$ cat config.mk
export PLATFORM = sky130hd
export DESIGN_NAME = vid_line_timer
export DESIGN_NICKNAME = d
export VERILOG_FILES = /design/src/rtl/vlt_pkg.sv /design/src/rtl/vlt_line_counter.sv /design/src/rtl/vlt_slot_decode.sv /design/src/rtl/vlt_out_pipe.sv /design/src/rtl/vid_line_timer.sv
export SDC_FILE = /design/constraint.sdc
export NUM_CORES = 1
export LEC_CHECK = 0
export BUFFER_PORTS_ARGS = -buffer_cell sky130_fd_sc_hd__buf_2
export CELL_PAD_IN_SITES_DETAIL_PLACEMENT = 1
export CELL_PAD_IN_SITES_GLOBAL_PLACEMENT = 2
export CORE_MARGIN = 2
export CORE_UTILIZATION = 32
export CTS_BUF_LIST = sky130_fd_sc_hd__clkbuf_8
export DETAILED_ROUTE_END_ITERATION = 8
export PLACE_DENSITY_LB_ADDON = 0.12
export SYNTH_ARGS = -nofsm -noshare
export SYNTH_HDL_FRONTEND = slang
export SYNTH_SLANG_ARGS = --single-unit
$ cat constraint.sdc
create_clock -name clk -period 3.8 [get_ports clk]
set_input_delay 0.19 -clock clk [delete_from_list [all_inputs] [get_ports clk]]
set_output_delay 0.19 -clock clk [all_outputs]
set_load 0.005 [all_outputs]
$ cat src/rtl/vlt_pkg.sv
package vlt_pkg;

    localparam int CW       = 10;
    localparam int PW       = 2 * CW;
    localparam int CODE_LEN = 4;

    localparam logic [CW-1:0] BLK_Y = 10'h040;
    localparam logic [CW-1:0] BLK_C = 10'h200;

    typedef enum logic [2:0] {
        SRC_EAV,
        SRC_BLANK,
        SRC_SAV,
        SRC_FILL,
        SRC_FIFO
    } src_e;

    typedef struct packed {
        src_e       src;
        logic [1:0] idx;
        logic       blank;
        logic       sync;
    } slot_t;

    localparam slot_t SLOT_IDLE = '{src: SRC_BLANK, idx: 2'd0, blank: 1'b0, sync: 1'b0};

    // status word for a progressive line: field and vertical bits are zero
    function automatic logic [CW-1:0] status_word(input logic h);
        return {1'b1, 2'b00, h, h, h, 1'b0, h, 2'b00};
    endfunction

    function automatic logic [CW-1:0] code_word(input logic [1:0] idx, input logic h);
        case (idx)
            2'd0:    return '1;
            2'd3:    return status_word(h);
            default: return '0;
        endcase
    endfunction

endpackage

$ cat src/rtl/vlt_line_counter.sv
module vlt_line_counter #(
    parameter int LINE_LEN = 1650,
    parameter int CNT_W    = 11
) (
    input  logic             clk,
    input  logic             rst,
    input  logic [CNT_W-1:0] cfg_win_start,
    input  logic [CNT_W-1:0] cfg_win_len,
    output logic [CNT_W-1:0] fp,
    output logic [CNT_W-1:0] ip,
    output logic             run
);

    localparam logic [CNT_W-1:0] LAST = CNT_W'(LINE_LEN - 1);

    logic [CNT_W-1:0] fp_nxt;
    logic [CNT_W-1:0] len_last;
    logic             win_ok;

    assign fp_nxt   = (fp == LAST) ? '0 : fp + 1'b1;
    assign len_last = cfg_win_len - 1'b1;
    assign win_ok   = (cfg_win_len != '0);

    always_ff @(posedge clk) begin
        if (rst) begin
            fp  <= '0;
            ip  <= '0;
            run <= (cfg_win_start == '0) && win_ok;
        end else begin
            fp <= fp_nxt;
            if ((fp_nxt == cfg_win_start) && win_ok) begin
                run <= 1'b1;
                ip  <= '0;
            end else if (run) begin
                if (ip == len_last) run <= 1'b0;
                else                ip  <= ip + 1'b1;
            end
        end
    end


    fp_wrap_chk: assert property (@(posedge clk) disable iff (rst)
        (fp == LAST) |=> (fp == '0));


    fp_range_chk: assert property (@(posedge clk) disable iff (rst)
        fp <= LAST);


    ip_bound_chk: assert property (@(posedge clk) disable iff (rst)
        run |-> (ip < cfg_win_len));

endmodule

$ cat src/rtl/vlt_slot_decode.sv
module vlt_slot_decode
    import vlt_pkg::*;
#(
    parameter int LINE_LEN = 1650,
    parameter int ACT_LEN  = 1280,
    parameter int CNT_W    = 11
) (
    input  logic [CNT_W-1:0] fp,
    input  logic             run,
    input  logic             cfg_blank_late,
    input  logic             cfg_fill_en,
    input  logic [CNT_W-1:0] cfg_sync_stop,
    output slot_t            slot,
    output logic             fifo_rd
);

    localparam logic [CNT_W-1:0] EAV_FIRST = CNT_W'(ACT_LEN);
    localparam logic [CNT_W-1:0] EAV_LAST  = CNT_W'(ACT_LEN + CODE_LEN - 1);
    localparam logic [CNT_W-1:0] SAV_FIRST = CNT_W'(LINE_LEN - CODE_LEN);

    logic [CNT_W-1:0] eav_off;
    logic [CNT_W-1:0] sav_off;
    logic             in_act;

    assign eav_off = fp - EAV_FIRST;
    assign sav_off = fp - SAV_FIRST;
    assign in_act  = (fp < EAV_FIRST);

    always_comb begin
        slot    = SLOT_IDLE;
        fifo_rd = 1'b0;
        if (in_act) begin
            if (run) begin
                slot.src = SRC_FIFO;
                fifo_rd  = 1'b1;
            end else if (cfg_fill_en) begin
                slot.src = SRC_FILL;
            end
        end else if (fp <= EAV_LAST) begin
            slot.src = SRC_EAV;
            slot.idx = eav_off[1:0];
        end else if (fp >= SAV_FIRST) begin
            slot.src = SRC_SAV;
            slot.idx = sav_off[1:0];
        end
        slot.blank = !in_act && ((fp < SAV_FIRST) || cfg_blank_late);
        slot.sync  = !in_act && (fp < cfg_sync_stop);
    end

endmodule

$ cat src/rtl/vlt_out_pipe.sv
module vlt_out_pipe
    import vlt_pkg::*;
(
    input  logic          clk,
    input  logic          rst,
    input  slot_t         slot_in,
    input  logic [PW-1:0] cfg_fill,
    input  logic [PW-1:0] fifo_data,
    output logic [PW-1:0] vout,
    output logic          hblank_n,
    output logic          hsync_n
);

    slot_t         s1;
    logic [PW-1:0] word;
    logic [CW-1:0] code;

    always_ff @(posedge clk) begin
        if (rst) s1 <= SLOT_IDLE;
        else     s1 <= slot_in;
    end

    always_comb begin
        code = code_word(s1.idx, s1.src == SRC_EAV);
        case (s1.src)
            SRC_EAV, SRC_SAV: word = {code, code};
            SRC_FILL:         word = cfg_fill;
            SRC_FIFO:         word = fifo_data;
            default:          word = {BLK_Y, BLK_C};
        endcase
    end

    always_ff @(posedge clk) begin
        if (rst) begin
            vout     <= {BLK_Y, BLK_C};
            hblank_n <= 1'b1;
            hsync_n  <= 1'b1;
        end else begin
            vout     <= word;
            hblank_n <= ~s1.blank;
            hsync_n  <= ~s1.sync;
        end
    end


    fifo_pass_chk: assert property (@(posedge clk) disable iff (rst)
        (s1.src == SRC_FIFO) |=> (vout == $past(fifo_data)));


    blank_level_chk: assert property (@(posedge clk) disable iff (rst)
        (s1.src == SRC_BLANK) |=> (vout == {BLK_Y, BLK_C}));

endmodule

$ cat src/rtl/vid_line_timer.sv
module vid_line_timer
    import vlt_pkg::*;
#(
    parameter int   LINE_LEN = 1650,
    parameter int   ACT_LEN  = 1280,
    localparam int  CNT_W    = $clog2(LINE_LEN)
) (
    input  logic             clk,
    input  logic             rst,
    input  logic [CNT_W-1:0] cfg_win_start,
    input  logic [CNT_W-1:0] cfg_win_len,
    input  logic [CNT_W-1:0] cfg_sync_stop,
    input  logic             cfg_blank_late,
    input  logic             cfg_fill_en,
    input  logic [PW-1:0]    cfg_fill,
    input  logic [PW-1:0]    fifo_data,
    output logic             fifo_rd,
    output logic [PW-1:0]    vout,
    output logic             hblank_n,
    output logic             hsync_n
);

    logic [CNT_W-1:0] fp;
    logic [CNT_W-1:0] ip;
    logic             run;
    slot_t            slot;

    vlt_line_counter #(.LINE_LEN(LINE_LEN), .CNT_W(CNT_W)) u_cnt (
        .clk           (clk),
        .rst           (rst),
        .cfg_win_start (cfg_win_start),
        .cfg_win_len   (cfg_win_len),
        .fp            (fp),
        .ip            (ip),
        .run           (run)
    );

    vlt_slot_decode #(.LINE_LEN(LINE_LEN), .ACT_LEN(ACT_LEN), .CNT_W(CNT_W)) u_dec (
        .fp             (fp),
        .run            (run),
        .cfg_blank_late (cfg_blank_late),
        .cfg_fill_en    (cfg_fill_en),
        .cfg_sync_stop  (cfg_sync_stop),
        .slot           (slot),
        .fifo_rd        (fifo_rd)
    );

    vlt_out_pipe u_pipe (
        .clk       (clk),
        .rst       (rst),
        .slot_in   (slot),
        .cfg_fill  (cfg_fill),
        .fifo_data (fifo_data),
        .vout      (vout),
        .hblank_n  (hblank_n),
        .hsync_n   (hsync_n)
    );


    rd_active_chk: assert property (@(posedge clk) disable iff (rst)
        fifo_rd |-> (fp < CNT_W'(ACT_LEN)));


    eav_lead_chk: assert property (@(posedge clk) disable iff (rst)
        (fp == CNT_W'(ACT_LEN + 2)) |-> (vout == '1));


    blank_release_chk: assert property (@(posedge clk) disable iff (rst)
        (fp == CNT_W'(LINE_LEN - CODE_LEN + 2)) |-> (hblank_n == !cfg_blank_late));


    blank_wrap_chk: assert property (@(posedge clk) disable iff (rst)
        (fp == CNT_W'(2)) |-> hblank_n);


    reset_idle_chk: assert property (@(posedge clk)
        $past(rst) |-> (hblank_n && hsync_n));

endmodule

======== After elaboration in Yosys (flattened, before gate mapping) ========
Index checks and enable logic that the tools add are counted.
W data, S select, Z words.
storage, ports and cells
  register bits ........................... 52
  input bits .............................. 77
  output and inout bits ................... 23
  logic and storage cells ................. 58
operators by class
  add/subtract/negate cells ............... 5
  magnitude comparators ................... 5
  equal/unequal tests ..................... 7
  multiplexer cells ....................... 14
  bitwise operators ....................... 3
  reductions and logical operators ........ 14
operator list
  operator                 count
  $pmux W20 S3             1
  $add A11 B1 Y11 const B  2
  $eq A11 B11 Y1           2
  $lt A11 B11 Y1 const B   2
  $pmux W10 S2             1
  $eq A11 B11 Y1 const B   1
  $ge A11 B11 Y1 const B   1
  $le A11 B11 Y1 const B   1
  $logic_not A11 Y1        1
  $lt A11 B11 Y1           1
  $mux W11                 1
  $reduce_bool A11 Y1      1
  $sub A11 B1 Y11 const B  1
  $mux W4                  2
  $eq A3 B2 Y1 const B     2
  $mux W1                  6
  $mux W3                  2
  $reduce_or A2 Y1         3
  $logic_and A1 B1 Y1      4
  $eq A3 B3 Y1 const B     1
  $logic_not A3 Y1         1
  $not A1 Y1               3
  $eq A2 B2 Y1 const B     1
  $logic_not A2 Y1         1
  other kinds (6)          6

======== Longest topological paths before layout ========
  depth in word-level cells ............... 6
  depth in mapped cells ................... 13
  mapped depth without buffers ............ 9

======== Hierarchy ========
Synthesis repeated with hierarchy kept, for this count alone.
unflattened totals
  cell total of the unflattened synthesis .. 400
  area, all modules ....................... 3293.2 um^2
modules (own cells, without submodules)
  module            times used  cells an instance  area each (um^2)  seq. area each (um^2)
  vlt_line_counter  1           237                1819.2            460.4
  vlt_out_pipe      1           108                1074.8            580.6
  vlt_slot_decode   1           55                 399.1             0.0

======== Worst setup path before layout ========
OpenSTA, ideal clock, no wires.
  path kind ............................... input to register
  from .................................... input cfg_win_len[0]
  to ...................................... register u_cnt.ip[4]
  library setup time ...................... 0.070 ns
  data arrival time ....................... 2.310 ns
  data required time ...................... 3.730 ns
  slack ................................... 1.420 ns
  stages .................................. 12
  buffers on the path ..................... 3
  cell sequence ........................... buf_6 -> inv_1 -> ha_1 -> buf_2 -> nor4b_1 -> a221o_1 -> o311a_1 -> o41ai_1 -> and3_1 -> buf_6 -> or4_1 -> a21oi_1
between the ends
  longest elaborated chain between the ends .. 4
  elaborated cells between the ends (all ways) .. 7
  those cells by class .................... add/sub (1); eq/ne (1); bitwise (1); reduce/logical (4)
RTL lines
  element                             line                    text
  start, declared                     vid_line_timer.sv:11    input logic [CNT_W-1:0] cfg_win_len,
  $sub A11 B1 Y11                     vlt_line_counter.sv:21  assign len_last = cfg_win_len - 1'b1;
  $eq A11 B11 Y1                      vlt_line_counter.sv:35  if (ip == len_last) run <= 1'b0;
  $not A1 Y1 (no source line)         n/a
  $reduce_and A2 Y1 (no source line)  n/a
  end signal, assigned                vlt_line_counter.sv:36  else ip <= ip + 1'b1;
  end, declared                       vlt_line_counter.sv:10  output logic [CNT_W-1:0] ip,
Parallel ways exist; a longest one is shown, timed or not.
A chain may end at the register's enable or synchronous reset.

======== Worst setup path after layout ========
  from .................................... register u_cnt.fp[0]
  to ...................................... register u_cnt.ip[4]
between the ends
  longest elaborated chain between the ends .. 5
  elaborated cells between the ends (all ways) .. 6
  those cells by class .................... add/sub (1); eq/ne (2); mux (1); reduce/logical (2)
RTL lines
  element                                                   line                    text
  start, declared                                           vlt_line_counter.sv:9   output logic [CNT_W-1:0] fp,
  start signal, assigned                                    vlt_line_counter.sv:30  fp <= fp_nxt;
  $add A11 B1 Y11 / $eq A11 B11 Y1 (equally long branches)  vlt_line_counter.sv:20  assign fp_nxt = (fp == LAST) ? '0 : fp + 1'b1;
  $mux W11 (*)                                              vlt_line_counter.sv:20
  $eq A11 B11 Y1 (*)                                        vlt_line_counter.sv:31  if ((fp_nxt == cfg_win_start) && win_ok) begin
  $logic_and A1 B1 Y1 (*)                                   vlt_line_counter.sv:31
  $reduce_or A2 Y1 (no source line) (*)                     n/a
Mark *: on every way between the ends. The rest lies on a longest branch, timed or not.

==> metrics <==
Flop pwr share 0.526; H-tree levels 2; Final Core Density 0.392; Die Wd 105 um; placed instance area 0.00388 sq mm; PortBufs 99; data arrival time of the critical path 2.95 ns; post-synth top area cell dfxtp_1; Post-CTS Resized 0; syn nets 506; number of synthesized flops with an enable pin 0; Internal 0.771 mW; largest net degree at the start of global routing 21; Slew @ Worst Pin 1.07 ns; skew final 0.00972 ns; Worst Setup End Kind flip-flop; # IOs 100; Hold Fails Final Rpt 0; P_leak 1.67 nW; dpl ws 0.984 ns; setup TNS 0 ns; GRT Max-Usage Layer met2; P_sw 0.317 mW; num rows 37; Placed Cells 631; clock power share 0.317; worst-path maximum fanout 11; global-route wire length before repair 16100 um; Async SR Flop Fraction 0; Hold/Removal Path Class in2reg; Max-slew headroom 0.278; hold_sp cfg_fill[9]; DR WL/cell 15.3 um; Residual DRC 0; drt first pass iters 4; initial DRC count 78; share of layout cells above drive strength 1 0.247; maximum vdd drop 0.120 mV; Synth Instances 412; Tmin final 2.77 ns; RD Place Congestion 0.818; Max stage delay on crit path 0.57 ns; r2r worst-path depth 8; CP Buf/Inv Count 0; Syn Std Cell Area 0.00329 sq mm; vias in the first global route 3274; TritonCTS Buffers 5; Post CTS Setup Buffer Count 0; nets 596; worst path cell trace ha_1, and3_1, nand4_1, xnor2_1, o21a_1, o311a_1, o31ai_4, a21oi_1; CTS sink count 52; GRT Total Usage 0.177; Post-DRT Antenna Nets 0; met1 usage 0.216; period utilization 0.729; Critical Path RT 3.98 ns; Max-Cap Viols 0; kind of critical path reg2reg; final setup violation count 0; #FFs+latches synth 52; initial core utilization 0.324; prevailing post-synth register cell dfxtp_1; final instance area 0.00398 sq mm; Setup WS post-layout 1.03 ns; Area Overhead vs Synth 20.9%; sw frac 0.291; met3 Resource Use GR 0.0247; non-filler instance count after layout 639; antenna cells 0; Hold Path End u_pipe.vout[9]$_SDFF_PP1_; reg2reg end u_cnt.ip[4]$_SDFFE_PP0P_; top-area cell type share of the netlist area 0.316; DIE HEIGHT 105 um; CP delay by family, top compound AO/OA/AOI/OAI gates; Reg2Reg Setup Slack 1.03 ns; Routed WL 9810 um; clk buf depth 2; combinational power share 0.156; Max Freq 361 MHz; RSZ-0062 raised after global routing false; fillers 1276; Design Power 1.09 mW; Slew Viols, Final 0; Yosys cell types 56; initial antenna violation count 0; Startpoint Class flip-flop; hold_buf cts 0; top post-synthesis cells by area dfxtp_1 (32%), ha_1 (6.5%), a21oi_1 (6.2%), nor2_1 (4.0%), a22oi_1 (3.9%); GR Layer Usage met2 0.317; power per cell area 274 mW/mm^2; Mean Syn Cell Area 7.98 sq um; vias per cell 5.20; Crit-path slowest cell dfxtp_1; register area share after synthesis 0.316; most frequent cells after synthesis dfxtp_1 (52), a21oi_1 (41), nor2_1 (35), inv_1 (28), nand2_1 (25); hold depth 3; Final HPWL DP 7800 um; status completed; Via Count 3321; CP Launch Point u_cnt.fp[0]$_SDFF_PP0_; core area 0.0101 sq mm; DIE AREA 0.0111 sq mm; reg2reg start u_cnt.fp[0]$_SDFF_PP0_; Worst-path clk slew 0.11 ns; Root Driver clkbuf_8; Synth Warn # 0; top-count cell post-synth dfxtp_1; CTS tree done; grt total ovfl 0; clk_lat worst skew 0.32 ns; worst hold margin 0.0712 ns
## state kept, by name (all words and copies together) (netlist names)
| name | cells |
|---|---|
| u_pipe.s1 | 7 |
| u_cnt.run | 1 |
| u_pipe.hblank_n | 1 |
| u_cnt.fp | 11 |
| u_pipe.vout | 20 |
| u_pipe.hsync_n | 1 |
| u_cnt.ip | 11 |
## worst max-delay path by stage
| stage | endpoint | slack [ns] | depth (start not counted) |
|---|---|---|---|
| finish | u_cnt.ip[4]$_SDFFE_PP0P_ | 1.03 | 8 |
| detailed placement | u_cnt.ip[4]$_SDFFE_PP0P_ | 0.98 | 10 |
| CTS | u_cnt.ip[4]$_SDFFE_PP0P_ | 1.01 | 8 |
| global placement | u_cnt.ip[2]$_SDFFE_PP0P_ | 1.12 | 10 |
| floorplan | u_cnt.ip[4]$_SDFFE_PP0P_ | 1.42 | 12 |
| global route | u_cnt.ip[4]$_SDFFE_PP0P_ | 0.77 | 8 |
## cells in the final DEF (no fill, tap or decap), drive strengths merged, types with 5 or more instances in the layout
master,instances
a211oi,5
a21o,5
a21oi,41
a22oi,17
and3,7
buf,102
clkbuf,5
dfxtp,52
ha,17
inv,29
nand2,25
nand2b,5
nand3,16
nand4,12
nor2,35
nor2b,7
nor3,12
nor4,7
o21ai,18
o31ai,8
or3,8
or4,6
xnor2,11
xor2,10
## per-layer routing
layer  up-vias  routed length [um]  part of all wire
li1       1691                   -                 -
met5         -                   0                 0
met2        58                4920              0.50
met3        10                 262             0.027
met1      1562                4460              0.45
met4         0                 165             0.017
## logic make-up after synthesis
family          synth area share
flops                      0.316
xor+xnor                  0.0559
compound gates             0.239
simple gates               0.251
mux                      0.00913
buf+inv                   0.0631
fa+ha+maj                 0.0647
## worst reg2reg max path: stages, from the launching register on
cell	delay (ns)
dfxtp_1	0.57
ha_1	0.29
and3_1	0.24
nand4_1	0.17
xnor2_1	0.22
o21a_1	0.20
o311a_1	0.34
o31ai_4	0.51
a21oi_1	0.10
## layout make-up
class	count	area [sq um]	share of cell area
multi-input combinational	313	2050	0.514
sequential	52	1040	0.262
timing repair buffer	102	518	0.130
tap	136	170	0.0428
inverter	28	105	0.0264
clock buffer	5	68.8	0.0173
clock inverter	3	27.5	0.00692
## power by group through the flow
| stage | Combinational (mW) | Clock [mW] | Sequential [mW] |
|---|---|---|---|
| 2_1_floorplan | 0.0962 | 0 | 0.579 |
| 3_3_place_gp | 0.168 | 0 | 0.585 |
| 3_5_place_dp | 0.172 | 0 | 0.586 |
| 4_1_cts | 0.173 | 0.363 | 0.573 |
| 5_1_grt | 0.193 | 0.381 | 0.575 |
| 6_report | 0.170 | 0.345 | 0.573 |
No activity file was read; power rests on OpenSTA's default activity.
